--- src/rtl/evtmr_pkg.sv ---
package evtmr_pkg;

    typedef enum logic [1:0] {
        MODE_IDLE  = 2'b00,
        MODE_EVENT = 2'b01,
        MODE_TIMER = 2'b10,
        MODE_PULSE = 2'b11
    } tmr_mode_e;

    localparam int PSEL_W = 3;

    typedef struct packed {
        tmr_mode_e           mode;
        logic                rsvd;
        logic                en;
        logic                fall_sel;
        logic [PSEL_W-1:0]   psel;
    } tmr_ctrl_t;

endpackage

--- src/rtl/evtmr_presc.sv ---
module evtmr_presc #(
    parameter int STAGES = 8
) (
    input  logic                              clk,
    input  logic                              rst_n,
    input  logic [evtmr_pkg::PSEL_W-1:0]      psel,
    output logic                              tick
);
    localparam int PW = STAGES - 1;

    typedef struct packed {
        logic [PW-1:0] div;
    } presc_st_t;

    presc_st_t st_q, st_d;
    logic [PW-1:0] mask;

    always_comb begin
        st_d     = st_q;
        st_d.div = st_q.div + 1'b1;
        for (int i = 0; i < PW; i++) begin
            mask[i] = (i < int'(psel));
        end
        tick = &(st_q.div | ~mask);
    end

    always_ff @(posedge clk or negedge rst_n) begin
        if (!rst_n) st_q <= '0;
        else        st_q <= st_d;
    end
endmodule

--- src/rtl/evtmr_insync.sv ---
module evtmr_insync #(
    parameter int SYNC_STAGES = 2
) (
    input  logic clk,
    input  logic rst_n,
    input  logic ext_in,
    input  logic fall_sel,
    output logic act_edge,
    output logic lvl_act,
    output logic trail
);
    localparam int SW = SYNC_STAGES + 1;

    typedef struct packed {
        logic [SW-1:0] sh;
    } sync_st_t;

    sync_st_t st_q, st_d;
    logic level, prev, raw_rise, raw_fall;

    always_comb begin
        st_d.sh  = {st_q.sh[SW-2:0], ext_in};
        level    = st_q.sh[SYNC_STAGES-1];
        prev     = st_q.sh[SYNC_STAGES];
        raw_rise = level & ~prev;
        raw_fall = ~level & prev;
        act_edge = fall_sel ? raw_fall : raw_rise;
        trail    = fall_sel ? raw_rise : raw_fall;
        lvl_act  = level ^ fall_sel;
    end

    always_ff @(posedge clk or negedge rst_n) begin
        if (!rst_n) st_q <= '0;
        else        st_q <= st_d;
    end
endmodule

--- src/rtl/evtmr_regs.sv ---
module evtmr_regs #(
    parameter int CNT_W = 8
) (
    input  logic                   clk,
    input  logic                   rst_n,
    input  logic                   wr_en,
    input  logic                   wr_sel,
    input  logic [CNT_W-1:0]       wr_data,
    input  logic                   en_clr,
    output evtmr_pkg::tmr_ctrl_t   ctrl,
    output logic [CNT_W-1:0]       preload,
    output logic                   load_cnt
);
    import evtmr_pkg::*;

    typedef struct packed {
        tmr_ctrl_t        ctrl;
        logic [CNT_W-1:0] pre;
    } regs_st_t;

    regs_st_t st_q, st_d;

    always_comb begin
        st_d = st_q;
        if (wr_en && !wr_sel) begin
            st_d.ctrl      = tmr_ctrl_t'(wr_data[7:0]);
            st_d.ctrl.rsvd = 1'b0;
        end else if (en_clr) begin
            st_d.ctrl.en   = 1'b0;
        end
        if (wr_en && wr_sel) st_d.pre = wr_data;
        load_cnt = wr_en && wr_sel && !st_q.ctrl.en;
        ctrl     = st_q.ctrl;
        preload  = st_q.pre;
    end

    always_ff @(posedge clk or negedge rst_n) begin
        if (!rst_n) st_q <= '0;
        else        st_q <= st_d;
    end
endmodule

--- src/rtl/evtmr_core.sv ---
module evtmr_core #(
    parameter int CNT_W = 8
) (
    input  logic                   clk,
    input  logic                   rst_n,
    input  evtmr_pkg::tmr_mode_e   mode,
    input  logic                   en,
    input  logic                   tick,
    input  logic                   act_edge,
    input  logic                   lvl_act,
    input  logic                   trail,
    input  logic                   load,
    input  logic [CNT_W-1:0]       load_val,
    input  logic [CNT_W-1:0]       preload,
    input  logic                   irq_ack,
    output logic [CNT_W-1:0]       cnt,
    output logic                   ovf,
    output logic                   wake,
    output logic                   en_clr
);
    import evtmr_pkg::*;

    localparam logic [CNT_W-1:0] CNT_MAX = '1;

    typedef struct packed {
        logic [CNT_W-1:0] cnt;
        logic             ovf;
        logic             wake;
    } core_st_t;

    core_st_t st_q, st_d;
    logic step, wrap;

    always_comb begin
        unique case (mode)
            MODE_EVENT: step = en && act_edge;
            MODE_TIMER: step = en && tick;
            MODE_PULSE: step = en && tick && lvl_act;
            default:    step = 1'b0;
        endcase
        wrap   = step && (st_q.cnt == CNT_MAX);
        en_clr = en && (mode == MODE_PULSE) && trail;

        st_d      = st_q;
        st_d.wake = wrap;
        st_d.ovf  = wrap | (st_q.ovf & ~irq_ack);
        if (load)      st_d.cnt = load_val;
        else if (wrap) st_d.cnt = preload;
        else if (step) st_d.cnt = st_q.cnt + 1'b1;

        cnt  = st_q.cnt;
        ovf  = st_q.ovf;
        wake = st_q.wake;
    end

    always_ff @(posedge clk or negedge rst_n) begin
        if (!rst_n) st_q <= '0;
        else        st_q <= st_d;
    end
endmodule

--- src/rtl/evtmr_top.sv ---
module evtmr_top #(
    parameter int CNT_W       = 8,
    parameter int PS_STAGES   = 8,
    parameter int SYNC_STAGES = 2
) (
    input  logic             clk,
    input  logic             rst_n,
    input  logic             wr_en,
    input  logic             wr_sel,
    input  logic [CNT_W-1:0] wr_data,
    input  logic             ext_in,
    input  logic             irq_ack,
    output logic [CNT_W-1:0] cnt_o,
    output logic             tick_o,
    output logic             ovf_flag_o,
    output logic             wake_o
);
    import evtmr_pkg::*;

    tmr_ctrl_t        ctrl;
    logic [CNT_W-1:0] preload;
    logic             load_cnt, en_clr;
    logic             act_edge, lvl_act, trail;

    evtmr_regs #(.CNT_W(CNT_W)) regs_i (
        .clk(clk), .rst_n(rst_n), .wr_en(wr_en), .wr_sel(wr_sel),
        .wr_data(wr_data), .en_clr(en_clr), .ctrl(ctrl),
        .preload(preload), .load_cnt(load_cnt)
    );

    evtmr_presc #(.STAGES(PS_STAGES)) presc_i (
        .clk(clk), .rst_n(rst_n), .psel(ctrl.psel), .tick(tick_o)
    );

    evtmr_insync #(.SYNC_STAGES(SYNC_STAGES)) sync_i (
        .clk(clk), .rst_n(rst_n), .ext_in(ext_in), .fall_sel(ctrl.fall_sel),
        .act_edge(act_edge), .lvl_act(lvl_act), .trail(trail)
    );

    evtmr_core #(.CNT_W(CNT_W)) core_i (
        .clk(clk), .rst_n(rst_n), .mode(ctrl.mode), .en(ctrl.en),
        .tick(tick_o), .act_edge(act_edge), .lvl_act(lvl_act), .trail(trail),
        .load(load_cnt), .load_val(wr_data), .preload(preload),
        .irq_ack(irq_ack), .cnt(cnt_o), .ovf(ovf_flag_o), .wake(wake_o),
        .en_clr(en_clr)
    );
endmodule

--- config.mk ---
export PLATFORM = sky130hd
export DESIGN_NAME = evtmr_top
export DESIGN_NICKNAME = d
export VERILOG_FILES = /design/src/rtl/evtmr_pkg.sv /design/src/rtl/evtmr_presc.sv /design/src/rtl/evtmr_insync.sv /design/src/rtl/evtmr_regs.sv /design/src/rtl/evtmr_core.sv /design/src/rtl/evtmr_top.sv
export SDC_FILE = /design/constraint.sdc
export NUM_CORES = 1
export LEC_CHECK = 0
export ABC_AREA = 1
export BUFFER_PORTS_ARGS = -buffer_cell sky130_fd_sc_hd__buf_2
export CAP_MARGIN = 20
export CORE_ASPECT_RATIO = 2
export CORE_MARGIN = 2
export CORE_UTILIZATION = 57
export DETAILED_ROUTE_END_ITERATION = 7
export GPL_ROUTABILITY_DRIVEN = 0
export HOLD_SLACK_MARGIN = 0.1
export PLACE_DENSITY = 0.91
export SETUP_SLACK_MARGIN = 0.02
export SYNTH_ARGS = -nofsm -noshare
export SYNTH_HDL_FRONTEND = slang
export SYNTH_HIERARCHICAL = 1
export SYNTH_SLANG_ARGS = --single-unit
--- constraint.sdc ---
create_clock -name clk -period 2 [get_ports clk]
set_input_delay 0 -clock clk [delete_from_list [all_inputs] [get_ports clk]]
set_output_delay 0 -clock clk [all_outputs]
set_load 0.02 [all_outputs]
==> results.md <==
* Number of global-route vias before repair at 1588
* HP Class: in2reg
* Lkg Pwr at ~1.2 nW
* 1st-iter DRT viols at 51
* Slew @ Worst Pin at about 0.76 ns
* FILL cells at 240
* CTS tree: built
* Final wirelength at 4303 um
* Synthesized area at approximately 1900 um^2
* Core area at 3157 um^2
* Tot GR Track Use at about a quarter
* Post-CTS setup buffer count at 0
* Mapped Cells at about 240
* Logic gate share of total power at 30.8%
* Peak VDD IR at around 0.76 mV
* Overflow after GRT at 0
* MaxCap Viol Count at 0
* Die height at approximately 85 um
* Net Sw Frac at 36.95%
* Skew-Pair Late Insertion Delay at 0.29 ns
* Arrival time at the worst endpoint at between 1.5 and 2 ns
* Cts bufs inserted at 5
* Power density over the cells at roughly 990 nW/um^2
* Drt drc at 0
* Syn-to-layout area delta at 19.34%
* Sequential power share at 44.1%
* Via count at 1717
* Clock Tree Buf Depth at 2
* Initial core utilization at 59.65%
* Root buffer cell: clkbuf_8
* P_sw at a little over 0.8 mW
* Synth warnings at 6
* RSZ-0062 raised after global routing: false
* Total Power at ~2.2 mW
* Layout Nets at 299
* First-pass GRT wire length at between 7000 and 8000 um
* Core Rows at 29
* Synthesized area per cell at 7.781 um^2
* IO Pins at 25
* Fin. Hold Viols at 0
* Setup tns final at 0 ns
* Antenna violations before repair at 0
* Final std cells w/o fill at about 320
* WP data required at 2.22 ns
* Tmin final at between 1.5 and 2 ns
* Pin count of the biggest net entering global routing at 36
* Status: completed
* Placed Cells at 293
* Relative max-transition margin at slightly below 50%
* Crit end category: flip-flop
* Pint at about 1.4 mW
* Syn Nets at between 200 and 300
* Max Transition Viols Final at 0
* CP startpoint kind: flip-flop
* Final Cycle Share at ~85%
* Worst-path clk slew at approximately 0.070 ns
* ANT nets after route at 0
* Final setup vio count at 0
* Die width at approximately 45 um
* Final Cell Area at approximately 2200 um^2
* Pre-antenna DRT Iters at 5
* Die ar. at 3807 um^2
* Routed vias/inst at around 5.5
* Clk_skew at 0.004848 ns
* Clock power frac at between 20 and 30%
* Layout cell share with drive strength beyond 1 at 16.90%
* I/O Buffers at 24
* CP max FO at 14
* CP Class: reg2reg
* Placed cell area at around 2000 um^2
* H-tree levels at 2
* Average wire per cell in the routed design at approximately 14 um
* Hold_ws at between 0.1 and 0.15 ns
* Diode count at 0
* Detailed Place HPWL at 3018 um
* Fmax at about 590 MHz
* TritonCTS Sinks at 35
area by class of cell:
type | count | area, um^2 | share of cell area [%]
clock buffers | 8 | 100.1 | 4.454
inverters | 27 | 108.9 | 4.844
multi-input cells | 175 | 855.8 | 38.08
flip-flops and latches | 35 | 875.8 | 38.98
well taps | 31 | 38.79 | 1.726
repair buffers | 39 | 267.8 | 11.92
final timing paths:
check | startpoint | end | slack, ns | depth (start not counted)
max | regs_i/ctrl[1] | core_i/cnt[0] | 0.29 | 11
min | wr_sel | regs_i/preload[2] | 0.11 | 3
max reg2reg | regs_i/ctrl[1] | core_i/cnt[0] | 0.29 | 11
min reg2reg | sync_i/st_q[0] | sync_i/st_q[1] | 0.36 | 0
max in group asynchronous | rst_n | regs_i/preload[7] | 1.19 | 2
min in group asynchronous | rst_n | sync_i/st_q[1] | 0.32 | 2
critical path: stages, from the launching register on:
cell and delay [ns]:
dfrtp_1 0.44, o21ai_0 0.17, nand3_1 0.09, nor2_1 0.15, nand2_1 0.09, nand2_2 0.16
nand2_1 0.11, nand2_2 0.09, inv_2 0.13, nor2_1 0.11, nand2_1 0.06, nand2_1 0.06
timing repair:
action / in CTS / in global routing
hold endpoints to repair: 57 / 0
gates resized for setup: 0 / 2
hold buffers: 14 / 0
endpoints found under the setup margin: 0 / 5
metal layers:
metal | track usage [%] | part of all wire [%] | wire [um]
met5 | 0 | 0 | 0
met4 | 12.67 | 3.0 | 131
met3 | 4.681 | 3.5 | 152
met2 | 44.40 | 55 | 2378
met1 | 27.22 | 38 | 1639
state kept, by name, summed over array words and instances (netlist names):
| register | count |
|---|---|
| regs_i/preload | 8 |
| sync_i/st_q | 3 |
| presc_i/st_q | 7 |
| regs_i/ctrl | 7 |
| core_i/ovf | 1 |
| core_i/wake | 1 |
| core_i/cnt | 8 |
through the flow:
step | setup slack, ns | util [%]
final | 0.2913 | 71.19
after floorplan | 0.1823 | -
after CTS | 0.1758 | 70.87
after global placement | 0.3033 | 63.26
after global routing | 0.04369 | 71.19
after detailed placement | 0.2495 | 63.26
power groups by stage:
stage / Sequential, mW / Clock [mW] / Combinational (mW)
after detailed placement: 0.984 / 0 / 0.640
after CTS: 0.974 / 0.566 / 0.675
after global routing: 0.993 / 0.591 / 0.760
final: 0.978 / 0.558 / 0.682
after floorplan: 1.04 / 0 / 0.381
after global placement: 0.978 / 0 / 0.620
cells in the final DEF (no fill, tap or decap), types with 2 or more instances in the layout:
cell	n
nor2_1	20
nor3_1	2
xnor2_1	2
inv_1	22
nand2_2	3
buf_2	24
dfrtp_1	35
dlygate4sd3_1	14
ha_1	2
xor2_1	7
o21ai_1	3
nor2_2	3
nand2_1	83
clkbuf_8	7
nand4_1	7
o21ai_0	4
inv_2	4
nand3_1	33
No activity file was read; power rests on OpenSTA's default activity.
